--- config.mk ---
export PLATFORM = sky130hd
export DESIGN_NAME = ccu_top
export DESIGN_NICKNAME = d
export VERILOG_FILES = /design/src/rtl/ccu_pkg.sv /design/src/rtl/ccu_flag_eval.sv /design/src/rtl/ccu_ccr_reg.sv /design/src/rtl/ccu_dreg.sv /design/src/rtl/ccu_top.sv
export SDC_FILE = /design/constraint.sdc
export NUM_CORES = 1
export LEC_CHECK = 0
export ABC_AREA = 1
export BUFFER_PORTS_ARGS = -buffer_cell sky130_fd_sc_hd__buf_4
export CAP_MARGIN = 5
export CORE_MARGIN = 1
export CORE_UTILIZATION = 39
export DETAILED_ROUTE_END_ITERATION = 16
export PLACE_DENSITY = 0.85
export SETUP_SLACK_MARGIN = 0.4
export SYNTH_ARGS = -nofsm -noshare
export SYNTH_HDL_FRONTEND = slang
export SYNTH_SLANG_ARGS = --single-unit
--- constraint.sdc ---
create_clock -name clk -period 2.1 [get_ports clk]
set_clock_uncertainty 0.05 [all_clocks]
set_input_delay 0 -clock clk [delete_from_list [all_inputs] [get_ports clk]]
set_output_delay 0 -clock clk [all_outputs]
set_load 0.1 [all_outputs]
--- src/rtl/ccu_pkg.sv ---
package ccu_pkg;

    localparam int CCR_W  = 8;
    localparam int DATA_W = 16;

    localparam int POS_C = 0;
    localparam int POS_V = 1;
    localparam int POS_Z = 2;
    localparam int POS_N = 3;
    localparam int POS_I = 4;
    localparam int POS_H = 5;
    localparam int POS_X = 6;
    localparam int POS_S = 7;

    localparam logic [CCR_W-1:0] CCR_RESET = (CCR_W'(1) << POS_X) | (CCR_W'(1) << POS_I);
    localparam logic [CCR_W-1:0] CTRL_MASK = (CCR_W'(1) << POS_S) | (CCR_W'(1) << POS_X)
                                           | (CCR_W'(1) << POS_H) | (CCR_W'(1) << POS_I);

    typedef enum logic [1:0] {
        CC_ADD   = 2'd0,
        CC_SUB   = 2'd1,
        CC_SHIFT = 2'd2,
        CC_TEST  = 2'd3
    } cc_op_e;

    typedef struct packed {
        logic n;
        logic z;
        logic v;
        logic c;
    } arith_flags_t;

    function automatic logic [CCR_W-1:0] merge_arith(input logic [CCR_W-1:0] cur,
                                                     input arith_flags_t f);
        logic [CCR_W-1:0] r;
        r        = cur;
        r[POS_N] = f.n;
        r[POS_Z] = f.z;
        r[POS_V] = f.v;
        r[POS_C] = f.c;
        return r;
    endfunction

endpackage

--- src/rtl/ccu_flag_eval.sv ---
module ccu_flag_eval
    import ccu_pkg::*;
#(
    parameter int WORD_W = DATA_W
) (
    input  logic [1:0]        op_class,
    input  logic              op_wide,
    input  logic [WORD_W-1:0] op_a,
    input  logic [WORD_W-1:0] op_b,
    input  logic [WORD_W-1:0] op_res,
    input  logic              shift_cout,
    input  logic              cur_c,
    output arith_flags_t      flags
);
    localparam int HALF_W = WORD_W / 2;
    localparam int IDX_W  = $clog2(WORD_W);

    logic [WORD_W-1:0] add_c_vec;
    logic [WORD_W-1:0] add_v_vec;
    logic [WORD_W-1:0] sub_c_vec;
    logic [WORD_W-1:0] sub_v_vec;
    logic [IDX_W-1:0]  top_idx;
    logic              res_top;
    logic              res_zero;
    cc_op_e            op_kind;

    assign op_kind   = cc_op_e'(op_class);
    assign add_c_vec = (op_a & op_b) | (op_b & ~op_res) | (op_a & ~op_res);
    assign add_v_vec = (op_a & op_b & ~op_res) | (~op_a & ~op_b & op_res);
    assign sub_c_vec = (~op_a & op_b) | (op_b & op_res) | (~op_a & op_res);
    assign sub_v_vec = (op_a & ~op_b & ~op_res) | (~op_a & op_b & op_res);

    assign top_idx  = op_wide ? IDX_W'(WORD_W - 1) : IDX_W'(HALF_W - 1);
    assign res_top  = op_res[top_idx];
    assign res_zero = op_wide ? (op_res == '0) : (op_res[HALF_W-1:0] == '0);

    always_comb begin
        flags.n = res_top;
        flags.z = res_zero;
        flags.v = 1'b0;
        flags.c = cur_c;
        case (op_kind)
            CC_ADD: begin
                flags.c = add_c_vec[top_idx];
                flags.v = add_v_vec[top_idx];
            end
            CC_SUB: begin
                flags.c = sub_c_vec[top_idx];
                flags.v = sub_v_vec[top_idx];
            end
            CC_SHIFT: begin
                flags.c = shift_cout;
                flags.v = res_top ^ shift_cout;
            end
            default: begin
                flags.c = cur_c;
                flags.v = 1'b0;
            end
        endcase
    end

endmodule

--- src/rtl/ccu_ccr_reg.sv ---
module ccu_ccr_reg
    import ccu_pkg::*;
(
    input  logic             clk,
    input  logic             rst,
    input  logic             op_valid,
    input  arith_flags_t     flags,
    input  logic             ccr_load,
    input  logic [CCR_W-1:0] ccr_load_val,
    input  logic [CCR_W-1:0] bit_set,
    input  logic [CCR_W-1:0] bit_clr,
    output logic [CCR_W-1:0] ccr_q
);
    logic [CCR_W-1:0] after_op;
    logic [CCR_W-1:0] after_mask;

    always_comb begin
        after_op = op_valid ? merge_arith(ccr_q, flags) : ccr_q;
    end

    for (genvar k = 0; k < CCR_W; k++) begin : g_bit
        assign after_mask[k] = bit_clr[k] ? 1'b0 : (bit_set[k] ? 1'b1 : after_op[k]);
    end

    always_ff @(posedge clk) begin
        if (rst) begin
            ccr_q <= CCR_RESET;
        end else if (ccr_load) begin
            ccr_q <= ccr_load_val;
        end else begin
            ccr_q <= after_mask;
        end
    end

endmodule

--- src/rtl/ccu_dreg.sv ---
module ccu_dreg
    import ccu_pkg::*;
#(
    parameter int WORD_W = DATA_W
) (
    input  logic              clk,
    input  logic              rst,
    input  logic              a_wr,
    input  logic [WORD_W/2-1:0] a_data,
    input  logic              b_wr,
    input  logic [WORD_W/2-1:0] b_data,
    input  logic              d_wr,
    input  logic [WORD_W-1:0] d_data,
    output logic [WORD_W-1:0] d_q
);
    localparam int HALF_W = WORD_W / 2;
    localparam int N_HALF = 2;

    for (genvar g = 0; g < N_HALF; g++) begin : g_half
        logic              half_en;
        logic [HALF_W-1:0] half_val;
        logic [HALF_W-1:0] half_q;

        if (g == 1) begin : g_hi
            assign half_en  = d_wr | a_wr;
            assign half_val = d_wr ? d_data[WORD_W-1:HALF_W] : a_data;
        end else begin : g_lo
            assign half_en  = d_wr | b_wr;
            assign half_val = d_wr ? d_data[HALF_W-1:0] : b_data;
        end

        always_ff @(posedge clk) begin
            if (rst) begin
                half_q <= '0;
            end else if (half_en) begin
                half_q <= half_val;
            end
        end

        assign d_q[g*HALF_W +: HALF_W] = half_q;
    end

endmodule

--- src/rtl/ccu_top.sv ---
module ccu_top
    import ccu_pkg::*;
(
    input  logic        clk,
    input  logic        rst,
    input  logic        op_valid,
    input  logic [1:0]  op_class,
    input  logic        op_wide,
    input  logic [15:0] op_a,
    input  logic [15:0] op_b,
    input  logic [15:0] op_res,
    input  logic        shift_cout,
    input  logic        ccr_load,
    input  logic [7:0]  ccr_load_val,
    input  logic [7:0]  bit_set,
    input  logic [7:0]  bit_clr,
    output logic [7:0]  ccr,
    input  logic        a_wr,
    input  logic [7:0]  a_data,
    input  logic        b_wr,
    input  logic [7:0]  b_data,
    input  logic        d_wr,
    input  logic [15:0] d_data,
    output logic [15:0] d_q
);
    arith_flags_t     new_flags;
    logic [CCR_W-1:0] ccr_q;

    ccu_flag_eval #(.WORD_W(DATA_W)) u_eval (
        .op_class   (op_class),
        .op_wide    (op_wide),
        .op_a       (op_a),
        .op_b       (op_b),
        .op_res     (op_res),
        .shift_cout (shift_cout),
        .cur_c      (ccr_q[POS_C]),
        .flags      (new_flags)
    );

    ccu_ccr_reg u_ccr (
        .clk          (clk),
        .rst          (rst),
        .op_valid     (op_valid),
        .flags        (new_flags),
        .ccr_load     (ccr_load),
        .ccr_load_val (ccr_load_val),
        .bit_set      (bit_set),
        .bit_clr      (bit_clr),
        .ccr_q        (ccr_q)
    );

    ccu_dreg #(.WORD_W(DATA_W)) u_dreg (
        .clk    (clk),
        .rst    (rst),
        .a_wr   (a_wr),
        .a_data (a_data),
        .b_wr   (b_wr),
        .b_data (b_data),
        .d_wr   (d_wr),
        .d_data (d_data),
        .d_q    (d_q)
    );

    assign ccr = ccr_q;

endmodule

# Word level (Yosys, flattened, before mapping)
# Cells that the tools add are included.
dict set report op_classes {
  add_sub_neg 0
  mul 0
  n_div 0
  order_cmp 1
  n_eq_ne 2
  shift 0
  mux 33
  n_bitwise 24
  reduce_logical 13
}
# operator count
set ops {}
lappend ops {{AND 16 bit} 12}
lappend ops {{OR 16 bit} 6}
lappend ops {{NOT 16 bit} 3}
lappend ops {{2-to-1 mux 8 bit} 3}
lappend ops {{2-to-1 mux 1 bit} 22}
lappend ops {{binary-select mux 1 bit (select 4 bit)} 5}
lappend ops {{zero test 16 bit} 1}
lappend ops {{nonzero test 4 bit} 4}
lappend ops {{nonzero test 3 bit} 4}
lappend ops {{zero test 8 bit} 1}
lappend ops {{2-to-1 mux 4 bit} 2}
lappend ops {{one-hot mux 2 bit (3 select lines)} 1}
lappend ops {{nonzero test 6 bit} 1}
lappend ops {{< comparator 4 x 5 -> 1 bit, second input constant} 1}
lappend ops {{== test 2 x 1 -> 1 bit, second input constant} 1}
lappend ops {{== test 2 bit, second input constant} 1}
lappend ops {{zero test 2 bit} 1}
lappend ops {{OR 1 bit} 2}
lappend ops {{AND reduction 2 bit} 1}
lappend ops {{XOR 1 bit} 1}
dict set report word_totals {
  regBits 24
  latchBits 0
  mem_bits_rw 0
  rom_bits 0
  inputBits 115
  output_inout_bits 24
  elab_cells 83
  n_memories 0
}

# Logic depth before layout (Yosys ltp)
# Gate-level depths: netlist (run 1).
dict set report depth {
  ltp_word 11
  depth_mapped 9
  depth_no_buf 9
}

# Hierarchy
# A second synthesis (run 1) with hierarchy kept.
dict set report hier_totals {
  hier_cells 260
  hier_area_um2 1645.3
}
# mod n_inst cells_each area_each_um2 seq_area_each_um2
set modules_own_cells {}
lappend modules_own_cells {ccu_dreg 1 122 874.6 320.3}
lappend modules_own_cells {ccu_ccr_reg 1 72 464.2 160.2}
lappend modules_own_cells {ccu_flag_eval 1 66 306.5 0.0}

# Worst setup path before layout (run 1)
# No wires, ideal clock.
dict set report synth_path {
  path_type {reg-to-reg}
  startpoint {register, netlist name u_ccr.ccr_q[3]}
  endpoint {register u_ccr.ccr_q[3]}
  setup_ps 57
  t_arrival_ps 1346
  t_required_ps 1993
  path_slack_ps 647
  stages_incl_launch_ff 5
  path_buffers 0
  synth_period_minus_slack_ps 1453
  path_cell_list {dfxtp_1 a21oi_1 a21oi_1 o21ai_0 inv_1}
}
# element line
set synth_rtl {}
lappend synth_rtl {{to (signal assigned)} ccu_ccr_reg.sv:29} ;# ccr_q <= ccr_load_val;
lappend synth_rtl {{to (signal assigned)} ccu_ccr_reg.sv:31} ;# ccr_q <= after_mask;
lappend synth_rtl {{to (decl)} ccu_ccr_reg.sv:12} ;# output logic [CCR_W-1:0] ccr_q

==> results of run 1 <==
-- metal layers --
metal  GRT usage (%)  vias up  wire (um)  share of wire (%)
li1                -     1077          -                  -
met1            30.3      960       2170                 37
met2            60.6       89       3070                 53
met3            6.43       22        343                5.9
met4            15.7        0        229                3.9
met5               0        -          0                  0
-- area by class of cell --
type | instances | area, um^2 | share of cell area (%)
timing repair buffer | 163 | 1350 | 47.4
clock buffer | 3 | 22.5 | 0.789
inverter | 36 | 139 | 4.87
clock inverter | 1 | 30.0 | 1.05
tap | 46 | 57.6 | 2.02
multi-input combinational | 176 | 771 | 27.0
sequential | 24 | 480 | 16.8
-- worst max-delay path by stage --
stage	from	end	depth (start not counted)
floorplan	u_ccr.ccr_q[3]	u_ccr.ccr_q[3]	4
global placement	ccr_load	u_ccr.ccr_q[1]	7
detailed placement	ccr_load	u_ccr.ccr_q[1]	7
CTS	ccr_load_val[0]	u_ccr.ccr_q[0]	6
global route	rst	u_ccr.ccr_q[0]	6
finish	rst	u_ccr.ccr_q[0]	6
-- state kept, by name, summed over array words and instances, names as in the netlist --
register / flops
u_dreg.g_half.half_q: 16
u_ccr.ccr_q: 8
-- synth_stat cells, drive strengths merged --
cell type  number  area share, %
nand2          98             26
inv            36            9.5
nand3          30             11
dfxtp          24             34
nor2           22            6.4
a21oi          10            3.8
o21ai           6            2.1
buf             4            1.6
clkbuf          2           0.53
nand3b          2            1.1
nand4           2           0.88
o211a           2            1.4
o31ai           2            1.1
nor3            1           0.35
nor4            1           0.44
-- power groups by stage --
stage | sequential, mW | combinational (mW) | clock [mW]
3_5_place_dp | 0.511 | 0.550 | 0
6_report | 0.505 | 0.663 | 0.338
4_1_cts | 0.502 | 0.646 | 0.341
5_1_grt | 0.508 | 0.702 | 0.357
2_1_floorplan | 0.726 | 0.131 | 0
3_3_place_gp | 0.511 | 0.543 | 0
-- cells by family after synthesis --
kind of cell,synth area share (%)
buffers and inverters,11.7
AO/OA/AOI/OAI,8.39
AND/OR/NAND/NOR,46.0
flip-flops,33.9
-- worst register-to-register path: cells and delay by family (launching register included) --
family | cells | cell delay [ps]
AOI/OAI and AO/OA | 2 | 320
DFF | 1 | 380
and+or+nand+nor | 1 | 60
buffers and inverters | 1 | 550
-- stage by stage --
stage,instance area (um^2),hold WS (ps)
6_report,2850,14.0
5_1_grt,2850,27.0
3_3_place_gp,2280,140
4_1_cts,2860,8.62
3_5_place_dp,2280,144
2_1_floorplan,1420,47.9
-- timing repair --
item	in CTS	in global routing
gates resized for setup	0	1
hold buffers	53	0
hold endpoints to repair	24	0
setup endpoints to repair	0	1
buffers inserted	0	0
==> flow_metrics.tcl, run 1 <==
set metrics [dict create \
    outcome "complete, no violations" \
    setup_viol 0 \
    critical_path.n_buffers_inverters 4 \
    die-area_um2 3880 \
    gr-usage-all-layers_pct 31.0 \
    clock_tree.buffer_depth 2 \
    crit_type "in2reg" \
    slew_viol_final 0 \
    first_global_vias 2201 \
    mostFrequentLayoutCells "sky130_fd_sc_hd__buf_4 (111), sky130_fd_sc_hd__nand2_1 (96), sky130_fd_sc_hd__dlygate4sd3_1 (52), sky130_fd_sc_hd__inv_1 (34), sky130_fd_sc_hd__nand3_1 (30)" \
    timing.hold.worst_endpoint "u_ccr.ccr_q[1]" \
    flow.area_growth_from_synthesis_pct 102 \
    critical-path-max-stage-delay_ps 560 \
    endpoint_kind "flop" \
    h-tree-depth 1 \
    syn-instance-count 242 \
    dp_cells 393 \
    p_int_mw 0.951 \
    initial_utilization_pct 41.5 \
    finish.cell_count_without_fillers 449 \
    arrival_ps 1660 \
    drt-vias-per-instance 4.78 \
    slowest_cell_on_crit_path "sky130_fd_sc_hd__dlygate4sd3_1" \
    io_buffer_count 110 \
    hold_viol_final 0 \
    finalWorstSetupSlack_ps 605 \
    worstReg2RegStart "u_ccr.ccr_q[7]" \
    final.min_clock_period_ps 1490 \
    post-place-ws_ps 1170 \
    clock_power_share_pct 22.4 \
    tightestPinTransition_ps 360 \
    power.combinational.fraction_pct 44.0 \
    power.leakage_nw 1.60 \
    crit_family "buffers and inverters" \
    ios 139 \
    ctsRootBufferMaster "sky130_fd_sc_hd__clkbuf_4" \
    row_count 21 \
    worstHoldStart "bit_set[1]" \
    layout_commonest_cell "sky130_fd_sc_hd__buf_4" \
    regToRegEndpoint "u_ccr.ccr_q[7]" \
    syn_nets 357 \
    grt_first_pass_wirelength_um 9560 \
    final.period_utilization_pct 71.2 \
    final_net_count 519 \
    fillCellCount 227 \
    max_cap_viol_count 0 \
    synth-warning-count 0 \
    wire_per_inst_um 13.0 \
    routed_wirelength_um 5820 \
    data_required_critical_path_ps 2260 \
    drive_above_1_share_pct 30.5 \
    grt_start_max_net_pins 21 \
    core_area_um2 3420 \
    clock_latency_ps 310 \
    startpoint_type "input pin" \
    clkSlewWorstSetupHoldPaths_ps 120 \
    crit_chain "dlygate4sd3_1 > buf_4 > clkinvlp_4 > o21ai_0 > a21oi_1 > dlygate4sd3_1" \
    peakVddDrop_uv 448 \
    cts_inserted_buffers 3 \
    biggest_fanout_along_the_worst_timing_path 14 \
    synthDistinctLibCells 20 \
    insertedDiodeCount 0 \
    antenna_found_initial 0 \
    tritoncts_num_sinks 24 \
    detailedRoute.firstPassIterationCount 4 \
    first_iter_violations 100 \
    drc 0 \
    grt_setup_unrepaired "false" \
    die_h_um 62.3 \
    number_of_vias_after_detailed_routing 2148 \
    syn_avg_cell_area_um2 5.85 \
    place_hpwl_um 3390 \
    hold_path_class "in2reg" \
    synth-seq-cells 24 \
    gp_congestion 0.787 \
    slew_headroom_pct 76.0 \
    final_core_util_pct 83.6 \
    p_per_area_nw_per_um2 528 \
    power.switching_mw 0.554 \
    timing.reg2reg.worst_path_depth 4 \
    final.setup.tns_ps 0 \
    maximum_operating_frequency_mhz 669 \
    netSwitchingFraction_pct 36.8 \
    hold_path_depth 5 \
    seqPwrFrac_pct 33.5 \
    reg2reg_slack_ps 690 \
    cts_tree "yes" \
    syn_area_um2 1420 \
    ant_nets 0 \
    finalPower_mw 1.51 \
    synth_seq_area_share_pct 33.9 \
    globalRouteOverflowTotal 0 \
    worst_path_most_repeated_cell "sky130_fd_sc_hd__dlygate4sd3_1" \
    die_width_um 62.3 \
]
(Power assumes the default switching activity.)
==> inputs of run 2 (changes only) <==
Settings changed: CORE_UTILIZATION 39 to 36, PLACE_DENSITY 0.85 to 0.79.
Clock period 2.1 ns to 1.4 ns, I/O delays scaled along.
==> run 2 against run 1 <==
Critical path depth decreased by 5. Via count down 1.2%. First-iteration DRC count is 17% higher. Critical path type is now reg2out.
==> flow_metrics.tcl, run 2 (synthesis results as in run 1) <==
set metrics [dict create \
    initial_utilization_pct 38.1 \
    drive_above_1_share_pct 36.1 \
    grt_first_pass_wirelength_um 8940 \
    slowest_cell_on_crit_path "sky130_fd_sc_hd__dfxtp_4" \
    layout_commonest_cell "sky130_fd_sc_hd__buf_4" \
    arrival_ps 920 \
    maximum_operating_frequency_mhz 1030 \
    ant_nets 0 \
    insertedDiodeCount 0 \
    final.setup.tns_ps 0 \
    number_of_vias_after_detailed_routing 2122 \
    finish.cell_count_without_fillers 450 \
    power.leakage_nw 1.59 \
    critical-path-max-stage-delay_ps 360 \
    grt_start_max_net_pins 21 \
    drc 0 \
    cts_tree "yes" \
    tritoncts_num_sinks 24 \
    first_iter_violations 117 \
    final_net_count 518 \
    clock_tree.buffer_depth 2 \
    final.period_utilization_pct 69.6 \
    core_area_um2 3720 \
    cts.repair_timing.setup_buffer_count 0 \
    die_h_um 64.7 \
    largest_register_ff_count 16 \
    h-tree-depth 1 \
    crit_chain "buf_4" \
    outcome "complete, no violations" \
    io_buffer_count 110 \
    post-place-ws_ps 459 \
    place_hpwl_um 3470 \
    flow.area_growth_from_synthesis_pct 106 \
    routed_wirelength_um 5660 \
    wire_per_inst_um 12.6 \
    globalRouteOverflowTotal 0 \
    gr-usage-all-layers_pct 27.9 \
    first_global_vias 2058 \
    final.min_clock_period_ps 975 \
    startpoint_type "flop" \
    biggest_fanout_along_the_worst_timing_path 2 \
    endpoint_kind "output port" \
    critical_path.n_buffers_inverters 1 \
    ctsRootBufferMaster "sky130_fd_sc_hd__clkbuf_8" \
    setup_viol 0 \
    hold_path_class "in2reg" \
    gp_congestion 0.780 \
    cts_inserted_buffers 3 \
    crit_family "flip-flops" \
    peakVddDrop_uv 533 \
    data_required_critical_path_ps 1350 \
    regMostFlops "u_dreg.g_half.half_q" \
    slew_viol_final 0 \
    crit_type "reg2out" \
    clock_latency_ps 260 \
    hold_viol_final 0 \
    detailedRoute.firstPassIterationCount 4 \
    grt_setup_unrepaired "true" \
    slew_headroom_pct 75.7 \
    clkSlewWorstSetupHoldPaths_ps 90 \
    row_count 22 \
    ios 139 \
    top_registers "u_dreg.g_half.half_q: 16 flops, u_ccr.ccr_q: 8 flops" \
    tightestPinTransition_ps 364 \
    drt-vias-per-instance 4.72 \
    p_per_area_nw_per_um2 725 \
    dp_cells 395 \
    mostFrequentLayoutCells "sky130_fd_sc_hd__buf_4 (111), sky130_fd_sc_hd__nand2_1 (96), sky130_fd_sc_hd__dlygate4sd3_1 (51), sky130_fd_sc_hd__inv_1 (35), sky130_fd_sc_hd__nand3_1 (30)" \
    finalWorstSetupSlack_ps 425 \
    max_cap_viol_count 0 \
    die_width_um 64.7 \
    die-area_um2 4190 \
    antenna_found_initial 0 \
]
==> run 2: timing repair <==
action / 4_1_cts / 5_1_grt
hold endpoints to repair: 24 / 0
endpoints found under the setup margin: 0 / 1
hold buffers: 51 / 0
gates resized for setup: 0 / 2
==> run 2: cell type report <==
class                   count  area, um^2
repair buffers            162        1340
fillers                   279         792
multi-input cells         176         773
flip-flops and latches     24         567
inverters                  36         135
well taps                  48        60.1
clock buffers               3        41.3
clock inverters             1        3.75
==> run 2: worst register-to-register path: cells and delay by family, from the launching register on <==
kind | cells | cell delay, ps
flip-flops | 1 | 350
AO/OA/AOI/OAI | 3 | 370
buffers and inverters | 1 | 50
==> run 2: per-stage QoR <==
step / cell area (um^2) / total power [mW] / utilization, % / hold WS (ps)
floorplan: 1500 / 1.28 / - / 40.8
global placement: 2370 / 1.57 / 63.7 / 126
detailed placement: 2370 / 1.58 / 63.7 / 136
CTS: 2920 / 2.12 / 78.6 / 0.470
global route: 2920 / 2.23 / 78.7 / 8.57
finish: 2920 / 2.12 / 78.7 / 2.92
==> run 2: final timing paths <==
kind                         startpoint              to  slack, ps  depth (start not counted)
max          u_dreg.g_half[0].half_q[0]          d_q[0]        430                          1
min                     ccr_load_val[3]  u_ccr.ccr_q[3]          3                          5
max reg2reg              u_ccr.ccr_q[3]  u_ccr.ccr_q[3]        490                          4
min reg2reg              u_ccr.ccr_q[6]  u_ccr.ccr_q[6]        490                          2
==> run 2: per-layer routing <==
metal | part of all wire, % | up-vias | GRT usage (%) | wire (um)
met5 | 0 | - | 0 | 0
met4 | 4.5 | 0 | 16.1 | 254
met3 | 5.4 | 24 | 5.81 | 307
met2 | 51 | 86 | 50.5 | 2900
met1 | 39 | 942 | 29.5 | 2190
li1 | - | 1070 | - | -
==> run 2: power by group <==
group	switching (mW)	internal, mW	total (mW)
registers	0.0242	0.716	0.741
clock network	0.221	0.196	0.418
logic	0.579	0.382	0.961
total	0.825	1.29	2.12
